`src/rtl/trap_ctx_stack.sv`:
```
module trap_ctx_stack #(
  parameter int XLEN    = 32,
  parameter int CAUSE_W = 12,
  parameter int TYPE_W  = 2
) (
  input  logic               clk,
  input  logic               rst_n,
  input  logic               trap_take,
  input  logic               trap_ret,
  input  logic [XLEN-1:0]    trap_pc,
  input  logic [CAUSE_W-1:0] trap_cause,
  input  logic [TYPE_W-1:0]  trap_type,
  input  logic               cur_mie,
  input  logic [1:0]         cur_priv,
  output logic [XLEN-1:0]    epc,
  output logic [XLEN-1:0]    epc_sv1,
  output logic [XLEN-1:0]    epc_sv2,
  output logic [CAUSE_W-1:0] cause,
  output logic [CAUSE_W-1:0] cause_sv1,
  output logic [CAUSE_W-1:0] cause_sv2,
  output logic               pie,
  output logic               pie_sv1,
  output logic               pie_sv2,
  output logic [1:0]         ppriv,
  output logic [1:0]         ppriv_sv1,
  output logic [1:0]         ppriv_sv2,
  output logic [TYPE_W-1:0]  ttype,
  output logic [TYPE_W-1:0]  pttype,
  output logic [TYPE_W-1:0]  pttype_sv1,
  output logic [TYPE_W-1:0]  pttype_sv2,
  output logic               ret_valid,
  output logic [XLEN-1:0]    ret_pc,
  output logic [1:0]         ret_priv,
  output logic               mie_we,
  output logic               mie_wdata
);
  localparam int LV = 3;
  localparam logic [1:0] PRIV_M = 2'b11;

  logic [XLEN-1:0]    epc_q   [LV];
  logic [CAUSE_W-1:0] cause_q [LV];
  logic               pie_q   [LV];
  logic [1:0]         ppriv_q [LV];
  logic [TYPE_W-1:0]  pt_q    [LV];
  logic [TYPE_W-1:0]  typ_q;

  wire push = trap_take;
  wire pop  = trap_ret & ~trap_take;

  always_ff @(posedge clk or negedge rst_n) begin
    if (!rst_n) begin
      for (int i = 0; i < LV; i++) begin
        epc_q[i]   <= '0;
        cause_q[i] <= '0;
        pie_q[i]   <= 1'b1;
        ppriv_q[i] <= PRIV_M;
        pt_q[i]    <= '0;
      end
      typ_q     <= '0;
      ret_valid <= 1'b0;
      ret_pc    <= '0;
      ret_priv  <= PRIV_M;
      mie_we    <= 1'b0;
      mie_wdata <= 1'b0;
    end else begin
      ret_valid <= 1'b0;
      mie_we    <= 1'b0;
      if (push) begin
        for (int i = LV-1; i > 0; i--) begin
          epc_q[i]   <= epc_q[i-1];
          cause_q[i] <= cause_q[i-1];
          pie_q[i]   <= pie_q[i-1];
          ppriv_q[i] <= ppriv_q[i-1];
          pt_q[i]    <= pt_q[i-1];
        end
        epc_q[0]   <= trap_pc;
        cause_q[0] <= trap_cause;
        pie_q[0]   <= cur_mie;
        ppriv_q[0] <= cur_priv;
        pt_q[0]    <= typ_q;
        typ_q      <= trap_type;
        mie_we     <= 1'b1;
        mie_wdata  <= 1'b0;
      end else if (pop) begin
        for (int i = 0; i < LV-1; i++) begin
          epc_q[i]   <= epc_q[i+1];
          cause_q[i] <= cause_q[i+1];
          pie_q[i]   <= pie_q[i+1];
          ppriv_q[i] <= ppriv_q[i+1];
          pt_q[i]    <= pt_q[i+1];
        end
        epc_q[LV-1]   <= '0;
        cause_q[LV-1] <= '0;
        pie_q[LV-1]   <= 1'b1;
        ppriv_q[LV-1] <= PRIV_M;
        pt_q[LV-1]    <= '0;
        typ_q     <= pt_q[0];
        ret_valid <= 1'b1;
        ret_pc    <= epc_q[0];
        ret_priv  <= ppriv_q[0];
        mie_we    <= 1'b1;
        mie_wdata <= pie_q[0];
      end
    end
  end

  assign epc        = epc_q[0];
  assign epc_sv1    = epc_q[1];
  assign epc_sv2    = epc_q[2];
  assign cause      = cause_q[0];
  assign cause_sv1  = cause_q[1];
  assign cause_sv2  = cause_q[2];
  assign pie        = pie_q[0];
  assign pie_sv1    = pie_q[1];
  assign pie_sv2    = pie_q[2];
  assign ppriv      = ppriv_q[0];
  assign ppriv_sv1  = ppriv_q[1];
  assign ppriv_sv2  = ppriv_q[2];
  assign ttype      = typ_q;
  assign pttype     = pt_q[0];
  assign pttype_sv1 = pt_q[1];
  assign pttype_sv2 = pt_q[2];


  entry_pc_chain_chk: assert property (@(posedge clk) disable iff (!rst_n)
    trap_take |=> epc == $past(trap_pc) && epc_sv1 == $past(epc) && epc_sv2 == $past(epc_sv1));


  entry_mie_clear_chk: assert property (@(posedge clk) disable iff (!rst_n)
    trap_take |=> mie_we && !mie_wdata && pie == $past(cur_mie) && ppriv == $past(cur_priv));


  ret_outputs_chk: assert property (@(posedge clk) disable iff (!rst_n)
    (trap_ret && !trap_take) |=> ret_valid && ret_pc == $past(epc) && ret_priv == $past(ppriv)
                                 && ttype == $past(pttype));


  pop_refill_chk: assert property (@(posedge clk) disable iff (!rst_n)
    (trap_ret && !trap_take) |=> epc_sv2 == '0 && cause_sv2 == '0 && pie_sv2 && ppriv_sv2 == PRIV_M
                                 && epc == $past(epc_sv1));


  entry_wins_chk: assert property (@(posedge clk) disable iff (!rst_n)
    (trap_take && trap_ret) |=> !ret_valid && epc == $past(trap_pc));


  idle_hold_chk: assert property (@(posedge clk) disable iff (!rst_n)
    (!trap_take && !trap_ret) |=> !ret_valid && !mie_we && $stable(epc) && $stable(epc_sv2)
                                  && $stable(cause) && $stable(ttype));
endmodule

```
`config.mk`:
```
export PLATFORM = sky130hd
export DESIGN_NAME = trap_ctx_stack
export DESIGN_NICKNAME = d
export VERILOG_FILES = /design/src/rtl/trap_ctx_stack.sv
export SDC_FILE = /design/constraint.sdc
export NUM_CORES = 1
export LEC_CHECK = 0
export BUFFER_PORTS_ARGS = -buffer_cell sky130_fd_sc_hd__buf_2
export CAP_MARGIN = 20
export CORE_MARGIN = 2
export CORE_UTILIZATION = 52
export DETAILED_ROUTE_END_ITERATION = 6
export HOLD_SLACK_MARGIN = 0.15
export PLACE_DENSITY = 0.8
export SETUP_SLACK_MARGIN = 0.4
export SYNTH_ARGS = -nofsm -noshare
export SYNTH_HDL_FRONTEND = slang
export SYNTH_SLANG_ARGS = --single-unit
```
`constraint.sdc`:
```
create_clock -name clk -period 1.11 [get_ports clk]
set_clock_uncertainty 0.05 [all_clocks]
set_input_delay 0.1665 -clock clk [delete_from_list [all_inputs] [get_ports clk]]
set_output_delay 0.1665 -clock clk [all_outputs]
set_load 0.01 [all_outputs]
```
==> out/results.tsv <==
metric	value	unit
Nets	1319	
Final min period	1.60	ns
die area	16900	um^2
final WL	37.5	mm
hold_ws	-0.416	ns
Synth area leader	dfrtp_1	
Die X	130	um
Starting Density	52.6	%
fraction of layout cells with a size suffix above 1	53.6	%
Reg2Reg Setup Slack	-0.49	ns
worst setup path startpoint	cause_sv2[8]$_DFFE_PN0P_	
Syn Nets	779	
Clock transition at path regs	0.08	ns
final hold violations	178	
crit path kind	reg -> reg	
Clock Root Buffer	clkbuf_16	
first-pass GRT wire length	40.1	mm
# hold bufs at CTS	49	
Seq cells post-synth	186	
Total Power	22.7	mW
Cell variety after synth	20	
PnR worst setup slack	-0.492	ns
clock latency at the later pin of the worst-skew pair	0.45	ns
reg2reg end	cause_sv1[8]$_DFFE_PN0P_	
vias in the first global route	7782	
gr ovfl total	0	
Core Util, Final	92.2	%
power per cell area	1560	nW/um^2
Final Cell Area	14500	um^2
failing checks	hold timing, setup timing	
DR vias/cell	5.78	
IO buf count	238	
Worst Path Max Fanout	2	
crit path launch type	flip-flop	
period utilization	144	%
share of the synthesized area in the top cell type	53.0	%
initial antenna violation count	3	
non-filler cells, final	1497	
antenna viol nets, final	0	
core area	15700	um^2
Fmax	0.624	GHz
Clock Sinks	186	
Die H	130	um
final max-slew violation count	0	
WL/cell	25.0	um
Area Overhead vs Synth	75.4	%
Post-Syn Area	8270	um^2
worst r2r src	cause_sv2[8]$_DFFE_PN0P_	
WP data required	1.36	ns
Leakage Power	7.33	nW
sequential area share after synthesis	56.5	%
min-delay worst type	in -> async	
drt first pass iters	5	
via count	8654	
RSZ-0062 raised after global routing	true	
CTS tree	built	
Worst-Margin Slew	0.611	ns
worst vdd ir	1.37	mV
Area after DPL	9890	um^2
DRC viols	0	
CTS Buf Count	17	
crit end category	flip-flop	
worst r2r path cells	4	
worst endpoint data arrival time	1.85	ns
Iter 0 DRT Violations	744	
DP HPWL	13.8	mm
synth warn	0	
CTS Buffer Depth	2	
Final GP Congestion	0.794	
pin count of the biggest net entering global routing	44	
Synth Instances	726	
Setup crit end	cause_sv1[8]$_DFFE_PN0P_	
dominant cells by area after synthesis	dfrtp_1, mux2i_1, nand2_1, o21ai_0, mux2_4	
I/O pin count	239	
Max-Cap Viols	0	
Mean Syn Cell Area	11.4	um^2
CTS HTree Levels	4	
Total GRT Usage	30.7	%
Placed Instances	1164	
row cnt	46	
Max transition margin	58.5	%
status	finished with violations	
endpoints failing setup	212	
-- critical path, stage by stage, from the launching register on --
cell and delay [ns]:
dfrtp_1 0.42, buf_6 0.13, buf_6 0.13, mux2i_2 0.50
o21ai_1 0.20
-- repair_timing --
item,in CTS,in global routing
hold endpoints to repair,249,193
gates resized for setup,127,241
buffers inserted,154,96
pin swaps,23,54
endpoints found under the setup margin,353,370
-- per-layer routing --
metal | wire (um) | track usage [%] | vias to the layer above
met4 | 3120 | 17.0 | 6
met5 | 125 | 0 | -
met3 | 3320 | 6.48 | 251
met1 | 12200 | 36.6 | 4226
met2 | 18700 | 52.2 | 620
li1 | - | - | 3551
-- where the power goes --
group / leakage, nW / switching (mW) / internal (mW)
combinational: 4.70 / 3.36 / 4.15
clock: 0.293 / 2.89 / 3.74
sequential: 2.34 / 0.841 / 7.68
-- Yosys cell counts (all sizes together) --
cell type / n
clkbuf: 20
buf: 34
nand2: 149
mux2i: 101
nand2b: 47
inv: 1
dfstp: 11
nor2: 4
mux2: 34
o21ai: 149
dfrtp: 175
or2: 1
-- metrics by stage --
step | setup WS [ns] | TNS, ns
after floorplan | 0.0240 | 0
after global placement | -0.0402 | -0.690
after detailed placement | -0.0593 | -0.878
after CTS | -0.209 | -16.74
after global routing | -0.466 | -25.77
final | -0.492 | -22.05
-- how the worst min path moves through the flow --
stage | to | startpoint | slack (ns) | depth (start not counted)
final | epc[21]$_DFFE_PN0P_ | rst_n | -0.42 | 1
after global routing | epc[21]$_DFFE_PN0P_ | rst_n | -0.41 | 1
after CTS | epc[21]$_DFFE_PN0P_ | rst_n | -0.42 | 1
after detailed placement | epc[21]$_DFFE_PN0P_ | rst_n | 0.04 | 1
after global placement | epc[21]$_DFFE_PN0P_ | rst_n | 0.04 | 1
after floorplan | cause[0]$_DFFE_PN0P_ | rst_n | -0.18 | 0
-- sequential cells by signal (all words and copies together), names as in the netlist, 12 cells and up --
| signal | count |
|---|---|
| epc | 32 |
| cause | 12 |
| ret_pc | 32 |
| cause_sv1 | 12 |
| epc_sv2 | 32 |
| epc_sv1 | 32 |
| cause_sv2 | 12 |
-- layout make-up --
cell class	instances	area (um^2)
repair buffers	575	5380
diodes	2	5.00
well taps	216	270
flip-flops and latches	186	4670
inverters	1	3.75
multi-input cells	485	3550
clock buffers	22	474
clock inverters	10	140
fillers	526	1220
-- cells by family (layout without fill, tap and decap cells) --
| family | Yosys count | count (layout) | share of synthesized area, % |
|---|---|---|---|
| AND/OR/NAND/NOR | 201 | 201 | 10.7 |
| AO/OA/AOI/OAI | 149 | 149 | 9.02 |
| other | 0 | 2 | 0 |
| flip-flops | 186 | 186 | 56.5 |
| multiplexers | 135 | 135 | 18.2 |
| buffers and inverters | 55 | 608 | 5.65 |
-- cell usage in the layout (no fill, tap or decap) --
cell type / Yosys / routed
buf_6: 17 / 273
dfrtp_1: 175 / 175
buf_2: 6 / 164
nand2_1: 149 / 128
o21ai_1: 45 / 126
mux2i_1: 101 / 82
buf_4: 1 / 62
dlygate4sd3_1: 0 / 49
mux2_4: 29 / 30
nand2b_1: 46 / 29
buf_12: 1 / 25
o21ai_2: 0 / 23
nand2b_4: 1 / 18
nand2_2: 0 / 18
clkbuf_16: 0 / 17
mux2i_2: 0 / 12
dfstp_2: 11 / 11
mux2i_4: 0 / 7
clkbuf_8: 0 / 5
mux2_2: 5 / 4
nand2_4: 0 / 3
nor2_1: 4 / 3
clkinvlp_4: 0 / 3
bufinv_16: 0 / 3
diode_2: 0 / 2
clkinv_2: 0 / 2
clkbuf_1: 19 / 2
or2_4: 0 / 1
inv_2: 0 / 1
nor2_2: 0 / 1
inv_6: 0 / 1
clkinv_4: 0 / 1
No activity file was read; power rests on OpenSTA's default activity.
